<file path="src/rtl/ballast_pkg.sv">
package ballast_pkg;
  typedef enum logic [2:0] {
    PH_OFF   = 3'd0,
    PH_PRE   = 3'd1,
    PH_SHIFT = 3'd2,
    PH_RUN   = 3'd3,
    PH_FAULT = 3'd4
  } phase_t;

  typedef struct packed {
    logic start;      // clear accumulator, load preheat word
    logic sweepInit;  // latch sweep step and remainder
    logic sweepStep;  // apply one sweep step
    logic loadIgn;    // force ignition word
    logic oscOn;      // accumulator running, gates allowed
  } osc_ctl_t;
endpackage

</file>
<file path="src/rtl/ballast_enfilt.sv">
module ballast_enfilt #(
  parameter int MIN_HIGH = 20
) (
  input  logic clk,
  input  logic rstN,
  input  logic din,
  output logic accept
);
  localparam int CW = $clog2(MIN_HIGH + 1);
  logic [CW-1:0] highCnt;

  always_ff @(posedge clk or negedge rstN) begin
    if (!rstN) highCnt <= '0;
    else if (!din) highCnt <= '0;
    else if (highCnt != CW'(MIN_HIGH)) highCnt <= highCnt + 1'b1;
  end

  assign accept = din && (highCnt == CW'(MIN_HIGH - 1));

  // a held input yields one acceptance only
  a_r9_single_strobe: assert property (@(posedge clk) disable iff (!rstN)
    accept |=> !accept);
endmodule

</file>
<file path="src/rtl/ballast_ctrl.sv">
module ballast_ctrl
  import ballast_pkg::*;
#(
  parameter int SUP_W    = 8,
  parameter int PRE_W    = 20,
  parameter int MIN_HIGH = 20
) (
  input  logic             clk,
  input  logic             rstN,
  input  logic             faultIn,
  input  logic             restartIn,
  input  logic [SUP_W-1:0] supCode,
  input  logic [SUP_W-1:0] supOnTh,
  input  logic [SUP_W-1:0] supOffTh,
  input  logic [PRE_W-1:0] preLen,
  output osc_ctl_t         ctl,
  output logic [PRE_W-1:0] shLen,
  output phase_t           phase
);
  logic [1:0] enRaw, enAcc;
  assign enRaw = {restartIn, faultIn};

  generate
    for (genvar i = 0; i < 2; i++) begin : g_filt
      ballast_enfilt #(.MIN_HIGH(MIN_HIGH)) u_filt (
        .clk(clk), .rstN(rstN), .din(enRaw[i]), .accept(enAcc[i]));
    end
  endgenerate

  logic supOk, supOkNext;
  assign supOkNext = supOk ? (supCode >= supOffTh) : (supCode >= supOnTh);
  assign shLen = preLen / PRE_W'(10);

  phase_t state, stateNext;
  logic [PRE_W-1:0] timer, timerNext;
  logic [PRE_W:0] timerInc;
  assign timerInc = {1'b0, timer} + 1'b1;

  always_comb begin
    stateNext = state;
    timerNext = timer;
    ctl = '0;
    ctl.oscOn = (state == PH_PRE) || (state == PH_SHIFT) || (state == PH_RUN);
    ctl.sweepStep = (state == PH_SHIFT);
    if (!supOkNext) begin
      stateNext = PH_OFF;
    end else if (state == PH_OFF) begin
      stateNext = PH_PRE; timerNext = '0; ctl.start = 1'b1;
    end else if (enAcc[0]) begin
      stateNext = PH_FAULT;
    end else if (enAcc[1]) begin
      stateNext = PH_PRE; timerNext = '0; ctl.start = 1'b1;
    end else begin
      case (state)
        PH_PRE: begin
          if (timerInc >= {1'b0, preLen}) begin
            timerNext = '0;
            if (shLen == '0) begin stateNext = PH_RUN; ctl.loadIgn = 1'b1; end
            else begin stateNext = PH_SHIFT; ctl.sweepInit = 1'b1; end
          end else timerNext = timerInc[PRE_W-1:0];
        end
        PH_SHIFT: begin
          if (timerInc >= {1'b0, shLen}) begin
            timerNext = '0; stateNext = PH_RUN; ctl.loadIgn = 1'b1;
          end else timerNext = timerInc[PRE_W-1:0];
        end
        default: ;
      endcase
    end
  end

  always_ff @(posedge clk or negedge rstN) begin
    if (!rstN) begin
      supOk <= 1'b0;
      state <= PH_OFF;
      timer <= '0;
    end else begin
      supOk <= supOkNext;
      state <= stateNext;
      timer <= timerNext;
    end
  end

  assign phase = state;

  // accepted restart (without fault, supply valid) lands in preheat
  a_r8_restart_to_pre: assert property (@(posedge clk) disable iff (!rstN)
    (enAcc[1] && !enAcc[0] && supOkNext) |=> state == PH_PRE);
  // fault wins over a simultaneous restart
  a_r7_fault_priority: assert property (@(posedge clk) disable iff (!rstN)
    (enAcc[0] && supOk && supOkNext && state != PH_OFF) |=> state == PH_FAULT);
endmodule

</file>
<file path="src/rtl/ballast_osc.sv">
module ballast_osc
  import ballast_pkg::*;
#(
  parameter int ACC_W  = 16,
  parameter int INC_W  = 16,
  parameter int PRE_W  = 20,
  parameter int DEAD_W = 8
) (
  input  logic              clk,
  input  logic              rstN,
  input  osc_ctl_t          ctl,
  input  logic [INC_W-1:0]  fPreInc,
  input  logic [INC_W-1:0]  fIgnInc,
  input  logic [DEAD_W-1:0] deadLen,
  input  logic [PRE_W-1:0]  shLen,
  output logic              lowGate,
  output logic              highGate
);
  localparam int DW = (INC_W > PRE_W) ? INC_W : PRE_W;

  logic [ACC_W-1:0]  acc, accNext;
  logic [INC_W-1:0]  inc, stepQ;
  logic [PRE_W-1:0]  stepR;
  logic [PRE_W:0]    err, errSum, errNext;
  logic [DEAD_W-1:0] halfCnt;

  // sweep step and remainder over the shift length
  logic [DW-1:0] deltaW, divW;
  assign deltaW = DW'(fPreInc - fIgnInc);
  assign divW   = (shLen == '0) ? DW'(1) : DW'(shLen);

  logic          carry;
  logic [INC_W:0] decr, tryInc;
  logic [INC_W-1:0] stepInc;
  assign errSum  = err + {1'b0, stepR};
  assign carry   = errSum >= {1'b0, shLen};
  assign errNext = carry ? errSum - {1'b0, shLen} : errSum;
  assign decr    = {1'b0, stepQ} + {{INC_W{1'b0}}, carry};
  assign tryInc  = {1'b0, inc} - decr;
  assign stepInc = (tryInc[INC_W] || tryInc[INC_W-1:0] < fIgnInc) ? fIgnInc : tryInc[INC_W-1:0];

  always_ff @(posedge clk or negedge rstN) begin
    if (!rstN) begin
      inc <= '0; stepQ <= '0; stepR <= '0; err <= '0;
    end else if (ctl.start) begin
      inc <= fPreInc; err <= '0;
    end else if (ctl.loadIgn) begin
      inc <= fIgnInc;
    end else if (ctl.sweepInit) begin
      stepQ <= INC_W'(deltaW / divW);
      stepR <= PRE_W'(deltaW % divW);
      err   <= '0;
    end else if (ctl.sweepStep) begin
      inc <= stepInc;
      err <= errNext;
    end
  end

  // phase accumulator and half-period slot counter
  assign accNext = acc + ACC_W'(inc);

  always_ff @(posedge clk or negedge rstN) begin
    if (!rstN) begin
      acc <= '0; halfCnt <= '0;
    end else if (ctl.start) begin
      acc <= '0; halfCnt <= '0;
    end else if (ctl.oscOn) begin
      acc <= accNext;
      if (accNext[ACC_W-1] != acc[ACC_W-1]) halfCnt <= '0;
      else if (halfCnt != {DEAD_W{1'b1}}) halfCnt <= halfCnt + 1'b1;
    end
  end

  logic conduct;
  assign conduct  = ctl.oscOn && (halfCnt >= deadLen);
  assign lowGate  = conduct && !acc[ACC_W-1];
  assign highGate = conduct && acc[ACC_W-1];

  // frequency word stays between ignition and preheat values
  a_r3_inc_range: assert property (@(posedge clk) disable iff (!rstN)
    (ctl.oscOn && fIgnInc < fPreInc) |-> (inc >= fIgnInc && inc <= fPreInc));
  // a gate only rises after a cycle with the other one off
  a_r10_dead_before_high: assert property (@(posedge clk) disable iff (!rstN)
    (deadLen != '0 && $rose(highGate)) |-> !$past(lowGate));
  a_r10_dead_before_low: assert property (@(posedge clk) disable iff (!rstN)
    (deadLen != '0 && $rose(lowGate)) |-> !$past(highGate));
endmodule

</file>
<file path="src/rtl/ballast_seq.sv">
module ballast_seq
  import ballast_pkg::*;
#(
  parameter int SUP_W    = 8,
  parameter int PRE_W    = 20,
  parameter int ACC_W    = 16,
  parameter int INC_W    = 16,
  parameter int DEAD_W   = 8,
  parameter int MIN_HIGH = 20
) (
  input  logic              clk,
  input  logic              rstN,
  input  logic              faultIn,
  input  logic              restartIn,
  input  logic [SUP_W-1:0]  supCode,
  input  logic [SUP_W-1:0]  supOnTh,
  input  logic [SUP_W-1:0]  supOffTh,
  input  logic [PRE_W-1:0]  preLen,
  input  logic [INC_W-1:0]  fPreInc,
  input  logic [INC_W-1:0]  fIgnInc,
  input  logic [DEAD_W-1:0] deadLen,
  output logic              lowGate,
  output logic              highGate,
  output logic [2:0]        phase
);
  osc_ctl_t ctl;
  logic [PRE_W-1:0] shLen;
  phase_t phaseInt;

  ballast_ctrl #(.SUP_W(SUP_W), .PRE_W(PRE_W), .MIN_HIGH(MIN_HIGH)) u_ctrl (
    .clk(clk), .rstN(rstN), .faultIn(faultIn), .restartIn(restartIn),
    .supCode(supCode), .supOnTh(supOnTh), .supOffTh(supOffTh),
    .preLen(preLen), .ctl(ctl), .shLen(shLen), .phase(phaseInt));

  ballast_osc #(.ACC_W(ACC_W), .INC_W(INC_W), .PRE_W(PRE_W), .DEAD_W(DEAD_W)) u_osc (
    .clk(clk), .rstN(rstN), .ctl(ctl), .fPreInc(fPreInc), .fIgnInc(fIgnInc),
    .deadLen(deadLen), .shLen(shLen), .lowGate(lowGate), .highGate(highGate));

  assign phase = phaseInt;

  // fault and off keep both gates low
  a_r6_quiet_when_down: assert property (@(posedge clk) disable iff (!rstN)
    (phaseInt == PH_FAULT || phaseInt == PH_OFF) |-> (!lowGate && !highGate));
  // supply below turn-off threshold forces off next cycle
  a_r5_uv_off: assert property (@(posedge clk) disable iff (!rstN)
    (supCode < supOffTh) |=> phaseInt == PH_OFF);
  // fault is latched without restart or supply drop
  a_r6_fault_hold: assert property (@(posedge clk) disable iff (!rstN)
    (phaseInt == PH_FAULT && !restartIn && supCode >= supOffTh) |=> phaseInt == PH_FAULT);
endmodule

</file>
<file path="config.mk">
export PLATFORM = sky130hd
export DESIGN_NAME = ballast_seq
export DESIGN_NICKNAME = d
export VERILOG_FILES = /design/src/rtl/ballast_pkg.sv /design/src/rtl/ballast_enfilt.sv /design/src/rtl/ballast_ctrl.sv /design/src/rtl/ballast_osc.sv /design/src/rtl/ballast_seq.sv
export SDC_FILE = /design/constraint.sdc
export NUM_CORES = 1
export LEC_CHECK = 0
export CAP_MARGIN = 20
export CORE_MARGIN = 1.5
export CORE_UTILIZATION = 58
export DETAILED_ROUTE_END_ITERATION = 8
export PLACE_DENSITY = 0.76
export SLEW_MARGIN = 15
export SYNTH_ARGS = -nofsm -noshare
export SYNTH_HDL_FRONTEND = slang
export SYNTH_SLANG_ARGS = --single-unit
</file>
<file path="constraint.sdc">
create_clock -name clk -period 10.3 [get_ports clk]
set_input_delay 1.545 -clock clk [delete_from_list [all_inputs] [get_ports clk]]
set_output_delay 1.545 -clock clk [all_outputs]
set_load 0.01 [all_outputs]
</file>
==> results of run 1 <==
-- cell families after synthesis --
kind of cell	Yosys count
adders and majority gates	397
AOI/OAI and AO/OA	979
muxes	100
buffers and inverters	359
DFF	131
xor gates and xnor gates	154
and+or+nand+nor	1090
-- layer usage --
layer  track usage  overflow
met1         0.777         0
met4         0.793         3
met2         0.937         4
met5         0.496         0
met3         0.672         0
-- through the flow --
step | cell area (sq um) | cells | TNS, ns | util
global placement | 33000 | 4660 | -1406.97 | 0.805
CTS | 38300 | 5106 | -1293.00 | 0.933
floorplan | 25000 | 3210 | -1352.35 | -
detailed placement | 33000 | 4660 | -1492.68 | 0.805
-- what timing repair did --
item,in CTS
pin swaps,253
resized for setup,348
setup endpoints to repair,91
cloned,5
setup buffers,412
==> metrics.md, run 1 <==
| Metric | Value |
|---|---|
| H-Tree Depth | 4 |
| Synthesized instance count | 3210 |
| Asr flop ratio synth | 1.00 |
| Boundary Pins | 93 |
| DP Worst Slack | -46.40 ns |
| Routability congestion estimate from global placement | 1.03 |
| Synth top area share | 0.199 |
| Top-count cell post-synth | ha_1 |
| Synth Area in Simple Gates | 0.224 |
| Post-synthesis mux area share | 0.0453 |
| Syn avg cell area | 7.55 sq um |
| Number of synthesized register bits | 131 |
| TritonCTS Sinks | 131 |
| Largest net degree at the start of global routing | 71 |
| YS warnings | 0 |
| Clk buf depth | 2 |
| Largest family of logic cells by synthesized area | compound AO/OA/AOI/OAI gates |
| EDFF count, synth | 0 |
| Seq/Total Area, Yosys | 0.135 |
| Most instantiated cells after synthesis | ha_1, nor2_1, nand2_1, inv_1, a21oi_1 |
| Port buffer count | 92 |
| Initial core utilization | 0.590 |
| Post-synthesis adder-cell area fraction | 0.207 |
| Exit stage | 5_1_grt |
| Status | aborted with a tool error |
| Tool Error | [ERROR GRT-0116] Global routing finished with congestion. Check the congestion regions in the DRC Viewer. |
| Congestion Overflow GR | 7 |
| Post-synthesis compound-gate area fraction | 0.275 |
| Die width | 207 microns |
| Syn_nets | 3691 |
| Vias in the first global route | 42441 |
| Detail Placement HPWL | 74.8 mm |
| Ys flop type | dfrtp_1 |
| CTS Buf Count | 17 |
| Xor and xnor area share after synthesis | 0.0557 |
| CTS Hold Bufs | 0 |
| Synth area leaders | ha_1, dfrtp_1, nor2_1 |
| Die H | 207 microns |
| Post-synth design cell area | 0.0242 sq mm |
| CTS Root Cell | clkbuf_16 |
| Netlist cell types | 111 |
| Global Route Usage Sum | 0.793 |
| First-pass GRT wire length | 262 mm |
| Area leader, netlist | ha_1 |
| Rows | 74 |
==> run 2, diff against run 1 <==
Settings changed: CORE_UTILIZATION 58 to 40, PLACE_DENSITY 0.76 to not set, PLACE_DENSITY_LB_ADDON set to 0.15.
Clock period 10.3 ns to 13.39 ns, I/O delays scaled along.
==> metrics.md, run 2 <==
| Metric | Value |
|---|---|
| Synth top area share | 0.199 (unchanged) |
| Hold slack final | 0.485 ns |
| DR pass1 iterations | 7 |
| Fmax | 18.0 MHz |
| Post-synthesis compound-gate area fraction | 0.275 (unchanged) |
| Most frequent cells in the layout | buf_4, ha_1, nor2_1 |
| YS warnings | 0 (unchanged) |
| Asr flop ratio synth | 1.00 (unchanged) |
| Setup crit start kind | input port |
| Synthesized instance count | 3210 (unchanged) |
| Final Skew | 0.0183 ns |
| Max stage delay on crit path | 0.52 ns |
| Largest register FFs | 21 |
| Vias post-DR | 30132 |
| Largest registers | u_osc.err (21), u_ctrl.timer (20), u_osc.stepR (20) |
| Seq/Total Area, Yosys | 0.135 (unchanged) |
| Initial DRC count | 1871 |
| Die width | 249 microns (was 207 microns) |
| Post-synthesis mux area share | 0.0453 (unchanged) |
| Worst slew pin tran | 0.984 ns |
| Synth area leaders | ha_1, dfrtp_1, nor2_1 (unchanged) |
| N_diodes | 0 |
| Boundary Pins | 93 (unchanged) |
| Congestion Overflow GR | 0 |
| RSZ-0062 raised after global routing | yes |
| Core ar. | 0.0601 sq mm |
| Xor and xnor area share after synthesis | 0.0557 (unchanged) |
| Largest net degree at the start of global routing | 80 |
| Layout cells sized above 1 | 0.412 |
| Number of synthesized register bits | 131 (unchanged) |
| Max Cap Viol | 0 |
| WP data arrival | 56.00 ns |
| Post-synth design cell area | 0.0242 sq mm (unchanged) |
| Final wirelength | 102 mm |
| Final hold vios | 0 |
| First-pass GRT wire length | 158 mm |
| Ys flop type | dfrtp_1 (unchanged) |
| Nets | 5070 |
| Final core occ | 0.654 |
| Number of vias per cell | 5.60 |
| CTS Hold Bufs | 0 (unchanged) |
| Most instantiated cells after synthesis | ha_1, nor2_1, nand2_1, inv_1, a21oi_1 (unchanged) |
| Count of final setup violators | 52 |
| Top-count cell post-synth | ha_1 (unchanged) |
| Peak fanout along the critical path | 6 |
| Vias in the first global route | 29901 |
| Routability congestion estimate from global placement | 0.939 (was 1.03) |
| Netlist cell types | 111 (unchanged) |
| Global Route Usage Sum | 0.315 |
| Critical path origin | preLen[17] |
| Pins Over Slew Limit | 0 |
| CTS tree | yes |
| Syn avg cell area | 7.55 sq um (unchanged) |
| Hold Path Class | flop to flop |
| Worst-path clk slew | 0.06 ns |
| Failing checks | negative setup slack |
| CP required | 13.70 ns |
| Setup_tns | -1183.64 ns |
| Setup ws final | -42.30 ns |
| CTS Buf Count | 17 (unchanged) |
| Die H | 249 microns (was 207 microns) |
| HP Start | u_ctrl.timer[12] |
| H-Tree Depth | 4 (unchanged) |
| Drt wl/cell | 19.0 microns |
| Worst-Skew Late Latency | 0.46 ns |
| Area Growth Syn to Fin | 62.4% |
| Crit path top cell by count | buf_4 |
| Status | finished, violations left (was aborted with a tool error) |
| Slowest CP cell | or4_4 |
| EDFF count, synth | 0 (unchanged) |
| Rows | 90 (was 74) |
| Largest family of logic cells by synthesized area | compound AO/OA/AOI/OAI gates (unchanged) |
| Syn_nets | 3691 (unchanged) |
| Post-synthesis adder-cell area fraction | 0.207 (unchanged) |
| Biggest register | u_osc.err |
| Initial antenna violation count | 0 |
| Area leader, netlist | ha_1 (unchanged) |
| Synth Area in Simple Gates | 0.224 (unchanged) |
| Die ar. | 0.0620 sq mm |
| Remaining antenna violation count | 0 |
| CTS Root Cell | clkbuf_16 (unchanged) |
| Clk buf depth | 2 (unchanged) |
| Crit Path Class | input port to flop |
| Detail Placement HPWL | 74.6 mm (was 74.8 mm) |
| Min cycle time layout | 55.69 ns |
| Most common cell after layout, fill and taps aside | buf_4 |
| RR Startpoint | u_osc.stepR[1] |
| Port buffer count | 92 (unchanged) |
| TritonCTS Sinks | 131 (unchanged) |
| Type of destination of the critical path | flop |
| Final period util | 4.16 |
| Residual DRC | 0 |
| Initial core utilization | 0.403 (was 0.590) |
| Slew margin rel. | 0.344 |
-- run 2: per-stage QoR --
| stage | instance area, sq um | worst slack (ns) | instances |
|---|---|---|---|
| after detailed placement | 33300 | -43.62 | 4909 |
| after CTS | 37800 | -40.01 | 5276 |
| final | 39300 | -42.30 | 5383 |
| after global placement | 33300 | -41.99 | 4909 |
| after floorplan | 25000 | -42.67 | 3210 |
| after global routing | 39300 | -44.84 | 5383 |
-- run 2: worst paths after layout --
path	to	slack (ns)	depth (start not counted)
worst min-delay path	u_ctrl.timer[12]	0.49	2
worst min register to register	u_ctrl.timer[12]	0.49	2
max in group asynchronous	u_osc.stepQ[7]	10.46	2
worst max register to register	u_osc.inc[13]	3.72	51
worst max-delay path	u_osc.stepR[18]	-42.30	336
min in group asynchronous	u_ctrl.g_filt[1].u_filt.highCnt[1]	1.54	1
-- run 2: routing by layer --
| layer | GRT usage | up-vias | wire length (microns) |
|---|---|---|---|
| li1 | - | 14583 | - |
| met1 | 0.398 | 14450 | 44200 |
| met2 | 0.550 | 855 | 49400 |
| met3 | 0.0316 | 244 | 4440 |
| met4 | 0.126 | 0 | 4190 |
| met5 | 0 | - | 0 |
-- run 2: layout make-up --
class,count,area (sq um)
clock buffers,18,429
clock inverters,13,183
fillers,5061,20800
inverters,237,892
multi-input cells,2720,21800
flip-flops and latches,131,3280
well taps,782,978
repair buffers,1482,11800
-- run 2: repair_timing --
item,4_1_cts,5_1_grt
hold endpoints to repair,0,0
gates resized for setup,291,176
setup buffers,336,118
setup endpoints to repair,52,52
pin swaps,238,210
cloned,5,0
-- run 2: kinds of logic (layout without fill, tap and decap cells) --
group           after synthesis  in the layout
flops                       131            131
fa+ha+maj                   397            397
mux                         100            100
xor+xnor                    154            154
buf+inv                     359           1750
simple gates               1090           1090
compound gates              979            979
-- run 2: critical path: cells and delay by family --
family | cells | cell delay [ns]
xor gates and xnor gates | 2 | 0.30
adders and majority gates | 19 | 4.69
muxes | 7 | 2.12
and+or+nand+nor | 47 | 7.10
buffers and inverters | 104 | 12.47
AOI/OAI and AO/OA | 157 | 27.22
Power of run 2 is left out: the tool's default activity adds up to more than one toggle a clock period on the data nets, which glitch-free logic cannot reach.
